<file path="src/rtl/xtrig_pkg.sv">
package xtrig_pkg;
  localparam logic [31:0] UNLOCK_KEY = 32'hC5AC_CE55;

  localparam logic [11:0] A_CTRL     = 12'h000;
  localparam logic [11:0] A_ACK      = 12'h010;
  localparam logic [11:0] A_CSET     = 12'h014;
  localparam logic [11:0] A_CCLR     = 12'h018;
  localparam logic [11:0] A_CPULSE   = 12'h01C;
  localparam logic [11:0] A_INMASK   = 12'h020;
  localparam logic [11:0] A_OUTMASK  = 12'h0A0;
  localparam logic [11:0] A_ST_TIN   = 12'h130;
  localparam logic [11:0] A_ST_TOUT  = 12'h134;
  localparam logic [11:0] A_ST_CIN   = 12'h138;
  localparam logic [11:0] A_ST_COUT  = 12'h13C;
  localparam logic [11:0] A_LOCK     = 12'hFB0;
  localparam logic [11:0] A_LOCKSTAT = 12'hFB4;
  localparam logic [11:0] A_ID_LO    = 12'hFE0;
  localparam logic [11:0] A_ID_HI    = 12'hFFC;

  function automatic logic [7:0] id_byte(input logic [2:0] idx);
    case (idx)
      3'd0:    return 8'h21;
      3'd1:    return 8'h09;
      3'd2:    return 8'h1B;
      3'd3:    return 8'h00;
      3'd4:    return 8'h0D;
      3'd5:    return 8'h90;
      3'd6:    return 8'h05;
      default: return 8'hB1;
    endcase
  endfunction
endpackage

</file>
<file path="src/rtl/xtrig_regs.sv">
module xtrig_regs
  import xtrig_pkg::*;
#(
  parameter int N_IN  = 8,
  parameter int N_OUT = 8,
  parameter int N_CH  = 4,
  parameter int AW    = 12,
  parameter int DW    = 32
) (
  input  logic                  clk,
  input  logic                  rst_n,
  input  logic [AW-1:0]         addr,
  input  logic                  we,
  input  logic [DW-1:0]         wdata,
  output logic [DW-1:0]         rdata,
  input  logic [N_IN-1:0]       st_tin,
  input  logic [N_OUT-1:0]      st_tout,
  input  logic [N_CH-1:0]       st_cin,
  input  logic [N_CH-1:0]       st_cout,
  output logic                  en_q,
  output logic                  locked_q,
  output logic [N_IN*N_CH-1:0]  in_mask_flat,
  output logic [N_OUT*N_CH-1:0] out_mask_flat,
  output logic [N_CH-1:0]       sw_set_q,
  output logic [N_CH-1:0]       pulse_q,
  output logic [N_OUT-1:0]      ack_bits
);
  logic [N_CH-1:0] in_mask  [N_IN];
  logic [N_CH-1:0] out_mask [N_OUT];
  logic            wr_ok;

  function automatic logic [AW-1:0] slot(input logic [11:0] base, input int idx);
    return AW'(32'(base) + 32'(4 * idx));
  endfunction

  assign wr_ok    = we && !locked_q;
  assign ack_bits = (wr_ok && addr == A_ACK) ? wdata[N_OUT-1:0] : '0;

  always_ff @(posedge clk or negedge rst_n) begin
    if (!rst_n) begin
      locked_q <= 1'b1;
      en_q     <= 1'b0;
      sw_set_q <= '0;
      pulse_q  <= '0;
      for (int n = 0; n < N_IN; n++)  in_mask[n]  <= '0;
      for (int m = 0; m < N_OUT; m++) out_mask[m] <= '0;
    end else begin
      pulse_q <= '0;
      if (we && addr == A_LOCK) locked_q <= (wdata != UNLOCK_KEY);
      if (wr_ok) begin
        if (addr == A_CTRL)   en_q     <= wdata[0];
        if (addr == A_CSET)   sw_set_q <= sw_set_q | wdata[N_CH-1:0];
        if (addr == A_CCLR)   sw_set_q <= sw_set_q & ~wdata[N_CH-1:0];
        if (addr == A_CPULSE) pulse_q  <= wdata[N_CH-1:0];
        for (int n = 0; n < N_IN; n++)
          if (addr == slot(A_INMASK, n)) in_mask[n] <= wdata[N_CH-1:0];
        for (int m = 0; m < N_OUT; m++)
          if (addr == slot(A_OUTMASK, m)) out_mask[m] <= wdata[N_CH-1:0];
      end
    end
  end

  for (genvar g = 0; g < N_IN; g++) begin : g_inflat
    assign in_mask_flat[g*N_CH +: N_CH] = in_mask[g];
  end
  for (genvar g = 0; g < N_OUT; g++) begin : g_outflat
    assign out_mask_flat[g*N_CH +: N_CH] = out_mask[g];
  end

  always_comb begin
    rdata = '0;
    if (addr == A_CTRL)     rdata = DW'(en_q);
    if (addr == A_CSET)     rdata = DW'(sw_set_q);
    if (addr == A_ST_TIN)   rdata = DW'(st_tin);
    if (addr == A_ST_TOUT)  rdata = DW'(st_tout);
    if (addr == A_ST_CIN)   rdata = DW'(st_cin);
    if (addr == A_ST_COUT)  rdata = DW'(st_cout);
    if (addr == A_LOCKSTAT) rdata = DW'({locked_q, 1'b1});
    if (addr >= A_ID_LO && addr <= A_ID_HI && addr[1:0] == 2'b00)
      rdata = DW'(id_byte(addr[4:2]));
    for (int n = 0; n < N_IN; n++)
      if (addr == slot(A_INMASK, n)) rdata = DW'(in_mask[n]);
    for (int m = 0; m < N_OUT; m++)
      if (addr == slot(A_OUTMASK, m)) rdata = DW'(out_mask[m]);
  end
endmodule

</file>
<file path="src/rtl/xtrig_chan_mux.sv">
module xtrig_chan_mux #(
  parameter int N_IN = 8,
  parameter int N_CH = 4
) (
  input  logic                 en,
  input  logic [N_IN-1:0]      trig_in,
  input  logic [N_CH-1:0]      chan_in,
  input  logic [N_IN*N_CH-1:0] in_mask_flat,
  input  logic [N_CH-1:0]      sw_set,
  input  logic [N_CH-1:0]      pulse,
  output logic [N_CH-1:0]      chan_vec
);
  function automatic logic [N_CH-1:0] gather(input logic [N_IN-1:0] t,
                                             input logic [N_IN*N_CH-1:0] masks);
    logic [N_CH-1:0] acc = '0;
    for (int n = 0; n < N_IN; n++)
      if (t[n]) acc |= masks[n*N_CH +: N_CH];
    return acc;
  endfunction

  logic [N_CH-1:0] from_trig;
  assign from_trig = gather(trig_in, in_mask_flat);
  assign chan_vec  = en ? (from_trig | chan_in | sw_set | pulse) : '0;
endmodule

</file>
<file path="src/rtl/xtrig_out_latch.sv">
module xtrig_out_latch #(
  parameter int N_OUT = 8,
  parameter int N_CH  = 4
) (
  input  logic                  clk,
  input  logic                  rst_n,
  input  logic                  en,
  input  logic [N_CH-1:0]       chan_vec,
  input  logic [N_OUT*N_CH-1:0] out_mask_flat,
  input  logic [N_OUT-1:0]      ack_bits,
  output logic [N_OUT-1:0]      hit,
  output logic [N_OUT-1:0]      lat,
  output logic [N_OUT-1:0]      trig_out
);
  for (genvar m = 0; m < N_OUT; m++) begin : g_out
    assign hit[m] = en && |(chan_vec & out_mask_flat[m*N_CH +: N_CH]);
    always_ff @(posedge clk or negedge rst_n) begin
      if (!rst_n)   lat[m] <= 1'b0;
      else if (!en) lat[m] <= 1'b0;
      else          lat[m] <= (lat[m] & ~ack_bits[m]) | hit[m];
    end
  end
  assign trig_out = lat & {N_OUT{en}};
endmodule

</file>
<file path="src/rtl/xtrig_router.sv">
module xtrig_router #(
  parameter int N_IN  = 8,
  parameter int N_OUT = 8,
  parameter int N_CH  = 4,
  parameter int AW    = 12,
  parameter int DW    = 32
) (
  input  logic             clk,
  input  logic             rst_n,
  input  logic [AW-1:0]    bus_addr,
  input  logic             bus_we,
  input  logic [DW-1:0]    bus_wdata,
  output logic [DW-1:0]    bus_rdata,
  input  logic [N_IN-1:0]  trig_in,
  output logic [N_OUT-1:0] trig_out,
  input  logic [N_CH-1:0]  chan_in,
  output logic [N_CH-1:0]  chan_out
);
  localparam int IN_BITS  = N_IN * N_CH;
  localparam int OUT_BITS = N_OUT * N_CH;

  logic                en_q, locked_q;
  logic [IN_BITS-1:0]  in_mask_flat;
  logic [OUT_BITS-1:0] out_mask_flat;
  logic [N_CH-1:0]     sw_set_q, pulse_q, chan_vec;
  logic [N_OUT-1:0]    ack_bits, hit_vec, lat_vec;

  xtrig_regs #(.N_IN(N_IN), .N_OUT(N_OUT), .N_CH(N_CH), .AW(AW), .DW(DW)) u_regs (
    .clk(clk), .rst_n(rst_n), .addr(bus_addr), .we(bus_we), .wdata(bus_wdata),
    .rdata(bus_rdata), .st_tin(trig_in), .st_tout(trig_out), .st_cin(chan_in),
    .st_cout(chan_vec), .en_q(en_q), .locked_q(locked_q),
    .in_mask_flat(in_mask_flat), .out_mask_flat(out_mask_flat),
    .sw_set_q(sw_set_q), .pulse_q(pulse_q), .ack_bits(ack_bits)
  );

  xtrig_chan_mux #(.N_IN(N_IN), .N_CH(N_CH)) u_chan (
    .en(en_q), .trig_in(trig_in), .chan_in(chan_in), .in_mask_flat(in_mask_flat),
    .sw_set(sw_set_q), .pulse(pulse_q), .chan_vec(chan_vec)
  );

  xtrig_out_latch #(.N_OUT(N_OUT), .N_CH(N_CH)) u_out (
    .clk(clk), .rst_n(rst_n), .en(en_q), .chan_vec(chan_vec),
    .out_mask_flat(out_mask_flat), .ack_bits(ack_bits),
    .hit(hit_vec), .lat(lat_vec), .trig_out(trig_out)
  );

  assign chan_out = chan_vec;
endmodule

</file>
<file path="config.mk">
export PLATFORM = sky130hd
export DESIGN_NAME = xtrig_router
export DESIGN_NICKNAME = d
export VERILOG_FILES = /design/src/rtl/xtrig_pkg.sv /design/src/rtl/xtrig_regs.sv /design/src/rtl/xtrig_chan_mux.sv /design/src/rtl/xtrig_out_latch.sv /design/src/rtl/xtrig_router.sv
export SDC_FILE = /design/constraint.sdc
export NUM_CORES = 1
export LEC_CHECK = 0
export ABC_AREA = 1
export ABC_CLOCK_PERIOD_IN_PS = 3800
export BUFFER_PORTS_ARGS = -buffer_cell sky130_fd_sc_hd__buf_2
export CORE_MARGIN = 2
export CORE_UTILIZATION = 40
export CTS_BUF_LIST = sky130_fd_sc_hd__clkbuf_2 sky130_fd_sc_hd__clkbuf_4 sky130_fd_sc_hd__clkbuf_8
export DETAILED_ROUTE_END_ITERATION = 10
export HOLD_SLACK_MARGIN = 0.1
export REMOVE_ABC_BUFFERS = 1
export SYNTH_ARGS = -nofsm -noshare
export SYNTH_HDL_FRONTEND = slang
export SYNTH_SLANG_ARGS = --single-unit
</file>
<file path="constraint.sdc">
create_clock -name clk -period 3.8 [get_ports clk]
set_input_delay 1.14 -clock clk [delete_from_list [all_inputs] [get_ports clk]]
set_output_delay 1.14 -clock clk [all_outputs]
set_load 0.03 [all_outputs]
</file>
### Yosys cells after proc, flatten, opt, wreduce, memory -nomap -nowiden

Index checks and enable logic that the tools add are counted.

| word-level totals | value |
|---|---|
| flip-flop bits (word level) | 82 |
| word-level logic and storage cells | 200 |

| cells by class | value |
|---|---|
| bitwise logic cells | 46 |
| muxes and demuxes | 47 |
| magnitude comparators | 2 |
| eq/ne operators | 33 |
| reductions and logical operators | 44 |

Operator list:

| operator | number |
|---|---|
| 8-bit 2-to-1 mux | 23 |
| 12-bit by 6-bit == test with 1-bit output (second input constant) | 8 |
| 12-bit by 8-bit == test with 1-bit output (second input constant) | 8 |
| 4-bit 2-to-1 mux | 14 |
| 8-bit one-hot mux with 7 select lines | 1 |
| 12-bit by 5-bit == test with 1-bit output (second input constant) | 4 |
| 12-bit by 9-bit == test with 1-bit output (second input constant) | 4 |
| 4-bit bitwise OR | 11 |
| 4-bit bitwise AND | 9 |
| 2-bit AND reduction | 18 |
| 32-bit != test (second input constant) | 1 |
| 4-bit OR reduction | 8 |
| 12-bit == test (second input constant) | 2 |
| 1-bit logical AND | 13 |
| 12-bit >= comparator (second input constant) | 1 |
| 12-bit <= comparator (second input constant) | 1 |
| 12-bit logical NOT | 1 |
| 3-bit == test (second input constant) | 3 |
| 1-bit 2-to-1 mux | 9 |
| 1-bit bitwise AND | 8 |
| 8-bit bitwise AND | 1 |
| 1-bit inverter | 8 |
| 1-bit bitwise OR | 8 |
| 3-bit by 2-bit == test with 1-bit output (second input constant) | 2 |
| 6 further kinds | 6 |

### Longest topological paths before layout

Gate-level depths: netlist (run 1).

| logic depth | value |
|---|---|
| word-level depth | 38 |
| gate-level depth with buffers | 25 |
| mapped depth without buffers | 25 |

### By module

A second synthesis (run 1) with hierarchy kept.

| second synthesis, totals | value |
|---|---|
| cells, all modules | 806 |
| area, all modules | 5,320.1 um^2 |

By module, submodules not included:

| module | instances | cells each | area an instance (um^2) |
|---|---|---|---|
| xtrig_regs | 1 | 625 | 4,404.2 |
| xtrig_out_latch | 1 | 109 | 621.8 |
| xtrig_chan_mux | 1 | 72 | 294.0 |

### Worst setup path before layout (run 1)

Ideal clock, no wire load.

| timing path | value |
|---|---|
| kind | input -> output |
| from | in bus_addr[11] |
| to | out bus_rdata[2] |
| arrival time | 2.713 ns |
| stages on the path | 23 |
| path slack | -0.053 ns |
| path buffers | 0 |
| cells stage by stage | nor2_2 -> nand2_2 -> nor2_2 -> nand3_1 -> nand3_1 -> nand2_1 -> nand2_1 -> nand2_1 -> nand2_1 -> nand2_1 -> nand2_1 -> nand2_1 -> nand3_1 -> nand2_1 -> nand2_1 -> nand2_1 -> nand3_1 -> nand2_1 -> nand3_1 -> nand2_1 -> nand2_1 -> nand2_1 -> nand2_1 |

| between the ends | value |
|---|---|
| longest elaborated chain between the ends | 24 |

RTL lines:

| what | line | text |
|---|---|---|
| start: declaration | xtrig_router.sv:10 | `input logic [AW-1:0] bus_addr,` |
| 12-bit by 5-bit == test with 1-bit output | xtrig_regs.sv:73 | `if (addr == A_CSET) rdata = DW'(sw_set_q);` |
| 4-bit 2-to-1 mux | xtrig_regs.sv:73 |  |
| 8-bit 2-to-1 mux | xtrig_regs.sv:74 | `if (addr == A_ST_TIN) rdata = DW'(st_tin);` |
| 8-bit 2-to-1 mux | xtrig_regs.sv:75 | `if (addr == A_ST_TOUT) rdata = DW'(st_tout);` |
| 8-bit 2-to-1 mux | xtrig_regs.sv:76 | `if (addr == A_ST_CIN) rdata = DW'(st_cin);` |
| 8-bit 2-to-1 mux | xtrig_regs.sv:77 | `if (addr == A_ST_COUT) rdata = DW'(st_cout);` |
| 8-bit 2-to-1 mux | xtrig_regs.sv:78 | `if (addr == A_LOCKSTAT) rdata = DW'({locked_q, 1'b1});` |
| 8-bit 2-to-1 mux | xtrig_regs.sv:79 | `if (addr >= A_ID_LO && addr <= A_ID_HI && addr[1:0] == 2'b00)` |
| 8-bit 2-to-1 mux (8 in a row) | xtrig_regs.sv:82 | `if (addr == slot(A_INMASK, n)) rdata = DW'(in_mask[n]);` |
| 8-bit 2-to-1 mux (7 in a row) | xtrig_regs.sv:84 | `if (addr == slot(A_OUTMASK, m)) rdata = DW'(out_mask[m]);` |
| 8-bit 2-to-1 mux * | xtrig_regs.sv:84 |  |
| end: declaration | xtrig_router.sv:13 | `output logic [DW-1:0] bus_rdata,` |

Every way passes the cells marked *; elsewhere a longest branch is shown, timed or not.

### Final worst setup path (run 1)

| timing path | value |
|---|---|
| from | in bus_addr[0] |
| to | out bus_rdata[2] |

Same word-level chain as after synthesis.

==> results of run 1 <==
[report_power, final]
group | total (uW) | switching, uW | internal (uW) | leakage [uW]
logic | 231 | 153 | 78.2 | 0.00233
clock network | 691 | 333 | 357 | 0.000111
registers | 872 | 0.0000000000207 | 872 | 0.00113
[routing by layer]
metal  part of all wire (%)  vias to the layer above
met5                      0                        -
met4                    2.8                        0
met3                    5.9                       35
met2                     47                      224
met1                     44                     2792
li1                       -                     2829
[how the worst min path moves through the flow]
stage	endpoint	cells after the start	slack (ps)
global route	u_regs.out_mask_flat[25]	2	550
global placement	u_regs.out_mask_flat[9]	2	470
finish	u_regs.in_mask_flat[20]	2	520
CTS	u_regs.out_mask_flat[15]	2	520
detailed placement	u_regs.out_mask_flat[15]	2	500
floorplan	u_regs.in_mask_flat[12]	2	450
[per-stage QoR]
stage                     TNS (ps)  area [sq um]  hold slack, ps  std cells
after global routing         -3790          7110             552       1128
after CTS                    -2550          6930             524       1123
after floorplan               -380          5130             453        745
after detailed placement     -2790          6500             504       1097
final                        -2770          7110             523       1128
after global placement       -2910          6500             474       1097
[what timing repair did]
item	4_1_cts	5_1_grt
resized for setup	39	42
endpoints found under the setup margin	5	7
hold buffers	0	0
pin swaps	21	46
setup buffers	10	6
[state kept, by name, indices dropped and copies added (netlist names), named ones only]
| name | count |
|---|---|
| u_out.lat | 8 |
| u_regs.pulse_q | 4 |
| u_regs.locked_q | 1 |
| u_regs.in_mask_flat | 32 |
| u_regs.out_mask_flat | 32 |
| u_regs.en_q | 1 |
[cell families after synthesis]
group | count (synthesis) | share of synthesized area (%)
flops | 82 | 38.9
simple gates | 400 | 34.1
buf+inv | 137 | 11.6
compound gates | 136 | 15.1
other cells | 1 | 0.0711
mux | 1 | 0.190
[cell usage after synthesis, types with 6 or more instances]
cell | n | area share [%]
a221oi_1 | 13 | 2.2
clkbuf_1 | 9 | 0.64
nand3_1 | 35 | 3.3
clkinv_1 | 6 | 0.43
o21ai_0 | 88 | 8.4
nand4_1 | 19 | 2.3
a22o_1 | 6 | 1.0
nor2_4 | 10 | 2.1
nor2_1 | 47 | 3.3
a21oi_1 | 13 | 1.2
dfrtp_1 | 81 | 38
nor3_1 | 18 | 1.7
nor4_1 | 7 | 0.83
nand2_2 | 7 | 0.83
nand2_1 | 240 | 17
inv_1 | 84 | 6.0
inv_2 | 12 | 0.85
buf_4 | 24 | 3.4
[worst max-delay path, cell delays in order]
cell	delay (ps)
buf_6	100
nor2_4	210
inv_2	100
nor2_4	170
inv_2	70
nor2_4	100
inv_2	70
nor2_4	110
inv_2	40
buf_4	120
o21ai_2	50
inv_2	30
nand2_1	50
nand3_1	70
nand2_1	80
nand2_1	60
nand2_1	60
nand3_1	60
nand2_1	80
nand3_2	80
nand2_1	80
nand2_1	50
nand2_1	60
nand2_1	70
buf_6	140
[cell type report]
type	count	share of cell area (%)
clock buffers	13	2.34
clock inverters	3	0.669
inverters	102	5.44
multi-input cells	561	40.2
flip-flops and latches	82	28.9
well taps	172	3.03
repair buffers	195	19.5
==> flow_summary.toml, run 1 <==
[run_status]
status = "finished with violations"
violations = "setup timing"

[detailed_routing]
vias_per_cell = 5.21
drt_iter0_drc = 467
avgRoutedWirePerCell_um = 17.4
drtPass1Iterations = 5
drt_wl_total_mm = 19.6
drc = 0
num_vias = 5880
ant_nets = 0

[critical_path]
path_max_fanout = 5
end_kind = "output port"
ff2ff_setup_slack_ps = 1580
critPathRequiredTime_ps = 2660
critical_path_class = "input pin to output port"
startpoint = "bus_addr[0]"
rr_worst_depth = 11
timing.rr.start = "u_regs.in_mask_flat[13]"
timing.rr.end = "u_out.lat[3]"
cp.arrival_ps = 3260
worstSetupEndpoint = "bus_rdata[2]"
setup.worst_path.start_class = "input pin"

[logic_synthesis]
synth_flop_cell = "dfrtp_1"
synth_cell_type_count = 41
synth_cells = 757
netlist_area_sq_um = 5270
yosysWarnings = 0
synthArstFlopShare_pct = 100
synth_seq_area_share_pct = 38.9
synth_area_per_cell_sq_um = 6.97
synth_edf_count = 0
synth_seq_cells = 82

[final_layout]
final_cell_mix = "nand2_1, buf_4, o21ai_0, dfrtp_1, inv_1"
nets = 1010
register_area_sq_um = 2050
fin_util_pct = 55.9
multiInputGateArea_sq_um = 2850
area_growth_pct = 34.8
antenna_cells = 0
layout_commonest_cell = "nand2_1"
drive_gt1_share_pct = 29.4
fillers = 1301

[sta]
period_share_pct = 116
drv_slew = 0
tightest_slew_ps = 1030
worst_slack_ps = -604
grt_setup_unrepaired = "yes"
relSlewSlack_pct = 31.5
setup_viol = 5
max_freq_mhz = 227
fin_skew_ps = 18.7
hold_viol_final = 0
fin_crit_ps = 4400

[power]
cellPowerDensity_nw_per_um2 = 252
total_power_uw = 1790
cellLeakagePower_uw = 0.00357
vdd_drop_max_uv = 237

[worst_hold_path]
worstHoldStart = "u_regs.in_mask_flat[20]"
hold_class = "register to register"

[grt]
grt_pass1_wl_mm = 30.7
grt_max_degree = 83
grt_usage_pct = 28.1
top_usage_layer = "met2"
grt-ovfl-total = 0
antenna_found_initial = 0
use_met2_pct = 45.0
grtUsageMet3_pct = 4.26
first_global_vias = 5769
gr-usage-met1_pct = 38.2

[die]
io_pins = 103
die_y_um = 119
dieArea_sq_um = 14100
start_util_pct = 41.4
rows = 41
coreArea_sq_um = 12700
die_x_um = 119

[cts]
cts_tree = "done"
root_buffer = "clkbuf_8"
clk_latency_ps = 380
cts.path.max_buffers = 2
htree_levels = 3
cts_made_buffers = 9
clk_pin_slew_ps = 80
clock-sinks = 82

[placement]
gp_congestion = 1.03
pre_cts_slack_ps = -748
numPortBuffers = 78
dpl.hpwl_mm = 14.9

[flow_run]
cap_violations = 0
(Power assumes the default switching activity.)
==> inputs of run 2 (changes only) <==
Settings changed: CELL_PAD_IN_SITES_DETAIL_PLACEMENT set to 0, CELL_PAD_IN_SITES_GLOBAL_PLACEMENT set to 1, PLACE_DENSITY_LB_ADDON set to 0.1, SKIP_CTS_REPAIR_TIMING set to 1.
==> flow_summary.toml, run 2 (synthesis gave the netlist of run 1 again) <==
[final_layout]
drive_gt1_share_pct = 29.1
antenna_cells = 0
final_cell_mix = "nand2_1, buf_4, o21ai_0, dfrtp_1, inv_1"
area_growth_pct = 34.1
layout_commonest_cell = "nand2_1"
nets = 1018

[sta]
drv_slew = 0
relSlewSlack_pct = 30.2
max_freq_mhz = 218
setup_viol = 5
setup_tns_ps = -2950
worst_slack_ps = -788
tightest_slew_ps = 1050
grt_setup_unrepaired = "yes"
period_share_pct = 121
fin_skew_ps = 9.58
hold_viol_final = 0
fin_crit_ps = 4590

[die]
rows = 41
dieArea_sq_um = 14100
start_util_pct = 41.4
die_x_um = 119
io_pins = 103
coreArea_sq_um = 12700
die_y_um = 119

[critical_path]
end_kind = "output port"
cp.arrival_ps = 3450
setup.worst_path.start_class = "input pin"
path_max_fanout = 5
startpoint = "bus_addr[8]"
critical_path_class = "input pin to output port"
timing.rr.start = "u_regs.in_mask_flat[13]"
critPathRequiredTime_ps = 2660

[power]
power.switching_uw = 540
p_clk_share_pct = 39.2
cellPowerDensity_nw_per_um2 = 257
p_seq_share_pct = 48.0
cellLeakagePower_uw = 0.00356
p_int_uw = 1280
switching_share_pct = 29.8
vdd_drop_max_uv = 236
combPwrFrac_pct = 12.8

[run_status]
violations = "setup timing"
status = "finished with violations"

[grt]
first_global_vias = 5597
antenna_found_initial = 0
grt-ovfl-total = 0
grt_usage_pct = 28.9
grt_max_degree = 83
grt_pass1_wl_mm = 31.0

[worst_hold_path]
worstHoldStart = "u_regs.in_mask_flat[12]"
hold_class = "register to register"

[cts]
cts_tree = "done"
htree_levels = 3
clk_latency_ps = 390
clock-sinks = 82
root_buffer = "clkbuf_8"
cts.path.max_buffers = 2
cts_made_buffers = 9
clk_pin_slew_ps = 100

[detailed_routing]
drtPass1Iterations = 5
vias_per_cell = 5.20
drt_iter0_drc = 433
drc = 0
drt_wl_total_mm = 20.2
ant_nets = 0
num_vias = 5903
avgRoutedWirePerCell_um = 17.8

[placement]
gp_congestion = 1.03
dpl.hpwl_mm = 15.7
pre_cts_slack_ps = -857
numPortBuffers = 78

[flow_run]
cap_violations = 0
run 2: worst paths after layout:
kind                                         endpoint  slack [ps]  cells after the start
min                           u_regs.in_mask_flat[12]         500                      2
min in group asynchronous     u_regs.in_mask_flat[11]         900                      1
max                                      bus_rdata[3]        -790                     20
max in group asynchronous  asynchronous set/reset pin        2190                      1
max reg2reg                              u_out.lat[3]        1350                     12
min reg2reg                   u_regs.in_mask_flat[12]         500                      2
run 2: worst max-delay path, cell delays in order:
cell	delay [ps]
buf_2	110
buf_4	140
nand3_4	70
buf_4	130
clkinvlp_4	120
nand2_4	100
inv_1	60
nand2_1	60
nand4_1	130
nand2_2	130
nand4_1	80
nor2_1	140
nand4_1	170
nor2_1	140
nand3_1	110
nor2_1	130
nand4_1	140
nand2_1	130
nand3_2	70
buf_6	140
run 2: per-layer routing:
metal / global-route usage (%) / wire, um / up-vias
met3: 4.89 / 1330 / 43
met2: 45.7 / 9220 / 230
met5: 0 / 0 / -
met4: 13.5 / 767 / 0
met1: 38.7 / 8910 / 2789
li1: - / - / 2841
run 2: stage by stage:
step	power, uW	std cells	utilization, %	area, sq um	hold WS (ps)
after floorplan	969	745	-	5130	453
after global placement	1110	1108	52.0	6610	472
after detailed placement	1110	1108	52.0	6610	482
after CTS	1820	1124	53.7	6830	506
after global routing	1890	1136	55.6	7070	557
final	1820	1136	55.6	7070	497
run 2: final cells by class:
type | instances | area, sq um
Clock buffer | 9 | 124
Clock inverter | 7 | 95.1
Fill cell | 1282 | 5650
Inverter | 102 | 387
Multi-Input combinational cell | 561 | 2790
Sequential cell | 82 | 2050
Tap cell | 172 | 215
Timing Repair Buffer | 203 | 1410
run 2: power by group through the flow:
| stage | logic [uW] | clock network, uW | registers (uW) |
|---|---|---|---|
| after floorplan | 79.5 | 0 | 889 |
| after global placement | 216 | 0 | 889 |
| after detailed placement | 218 | 0 | 889 |
| after CTS | 219 | 729 | 872 |
| after global routing | 249 | 765 | 872 |
| final | 232 | 713 | 872 |
==> inputs of run 3 (changes only) <==
Settings changed: ABC_CLOCK_PERIOD_IN_PS 3800 to 5850.
Clock period 3.8 ns to 5.85 ns, I/O delays scaled along.
==> flow_summary.toml, run 3 (synthesis gave the netlist of run 1 again) <==
[sta]
fin_skew_ps = 5.33
hold_viol_final = 0
tightest_slew_ps = 1050
grt_setup_unrepaired = "yes"
drv_slew = 0
relSlewSlack_pct = 29.8
period_share_pct = 99.6
setup_viol = 0
max_freq_mhz = 172
fin_crit_ps = 5830

[final_layout]
layout_commonest_cell = "nand2_1"
antenna_cells = 0
design_area_sq_um = 6390
multiInputGateArea_sq_um = 2780
fin_util_pct = 50.2
fillers = 1366
register_area_sq_um = 2050
drive_gt1_share_pct = 21.9
area_growth_pct = 21.1
nets = 936
final_cell_mix = "nand2_1, o21ai_0, inv_1, dfrtp_1, buf_2"

[grt]
first_global_vias = 5457
grt_pass1_wl_mm = 30.2
grt_max_degree = 83
grt_usage_pct = 28.1
grt-ovfl-total = 0
antenna_found_initial = 0

[placement]
gp_congestion = 0.946
numPortBuffers = 78
dpl-instance-area_sq_um = 5960
dpl.hpwl_mm = 14.7

[power]
vdd_drop_max_uv = 154
combPwrFrac_pct = 11.1
p_clk_share_pct = 38.7
cellLeakagePower_uw = 0.00313
switching_share_pct = 27.6
cellPowerDensity_nw_per_um2 = 177
p_seq_share_pct = 50.2
p_int_uw = 816
power.switching_uw = 311

[cts]
clk_pin_slew_ps = 80
clk_latency_ps = 380
cts.path.max_buffers = 2
cts_made_buffers = 9
clock-sinks = 82
cts_tree = "done"
root_buffer = "clkbuf_8"
htree_levels = 3

[detailed_routing]
drt_wl_total_mm = 19.3
num_vias = 5598
vias_per_cell = 5.31
avgRoutedWirePerCell_um = 18.3
drtPass1Iterations = 5
ant_nets = 0
drt_iter0_drc = 487
drc = 0

[critical_path]
critPathRequiredTime_ps = 4090
critical_path_class = "input pin to output port"
cp_slowest_stage_delay_ps = 170
end_kind = "output port"
path_cells = "buf_6 > nor2_4 > nand3_4 > nor2_4 > nand2_2 > inv_2 > nand2_2 > nand2_1 > nand4_1 > nand2_1 > nand4_1 > nor2_1 > nand4_1 > nor2_1 > nand3_1 > nor2_2 > nand4_1 > nand2_1 > nand3_2 > buf_6"
setup.worst_path.start_class = "input pin"
cp_slowest_cell = "nor2_4"
path_max_fanout = 5
cp_common_cell = "nand4_1"
cp.arrival_ps = 4070

[die]
io_pins = 103
rows = 41
dieArea_sq_um = 14100
die_x_um = 119
start_util_pct = 41.4
die_y_um = 119
coreArea_sq_um = 12700

[flow_run]
cap_violations = 0

[worst_hold_path]
hold_class = "register to register"

[run_status]
status = "finished clean"
run 3: cell count changes in the layout (fill, tap and decap cells not counted), moves of 2 or more:
| cell | change |
|---|---|
| buf_12 | -3 |
| buf_4 | -80 |
| nand2_1 | +4 |
| nor2_1 | -4 |
| inv_1 | +3 |
| nor3_2 | -2 |
| inv_6 | -3 |
| inv_8 | -2 |
| nor2_2 | +3 |
| inv_2 | -3 |
| nand2_2 | -3 |
| clkbuf_4 | +3 |
run 3: path summary, 6_finish.rpt:
kind                                               from                    endpoint  slack, ps  cells after the start
max in group asynchronous                         rst_n  asynchronous set/reset pin       3610                      1
worst max register to register   u_regs.in_mask_flat[1]                u_out.lat[1]       3650                      8
min in group asynchronous                         rst_n     u_regs.in_mask_flat[14]       1540                      1
worst min-delay path            u_regs.out_mask_flat[9]     u_regs.out_mask_flat[9]        500                      2
worst max-delay path                       bus_addr[10]                bus_rdata[3]         20                     20
worst min register to register  u_regs.out_mask_flat[9]     u_regs.out_mask_flat[9]        500                      2
run 3: worst max-delay path, delay by kind of cell:
kind,cells,cell delay [ps]
and+or+nand+nor,17,2020
buffers and inverters,3,310
run 3: layout make-up:
class                           instances  area share [%]
Tap cell                              172            3.37
Sequential cell                        82            32.2
Multi-Input combinational cell        561            43.5
Clock buffer                           12            2.39
Clock inverter                          4           0.803
Inverter                              102            6.05
Timing Repair Buffer                  121            11.8
run 3: power by group through the flow:
stage / clock [uW] / sequential, uW / combinational, uW
detailed placement: 0 / 578 / 117
CTS: 442 / 566 / 117
floorplan: 0 / 578 / 51.6
global route: 465 / 566 / 135
global placement: 0 / 578 / 116
finish: 436 / 566 / 125
run 3: per-layer routing:
layer	global-route usage, %	part of all wire, %	vias up
met5	0	0	-
met4	8.33	2.2	0
met3	5.56	6.5	27
met2	45.2	47	196
met1	38.3	44	2702
li1	-	-	2673
run 3: per-stage QoR:
step / setup TNS, ps / power (uW) / setup WS, ps / cells / hold WS, ps
after global routing: -182 / 1170 / -94.2 / 1054 / 542
after detailed placement: -105 / 695 / -105 / 1025 / 486
final: 0 / 1130 / 22.3 / 1054 / 501
after floorplan: 0 / 629 / 678 / 745 / 453
after CTS: -116 / 1130 / -116 / 1041 / 505
after global placement: -107 / 694 / -107 / 1025 / 470
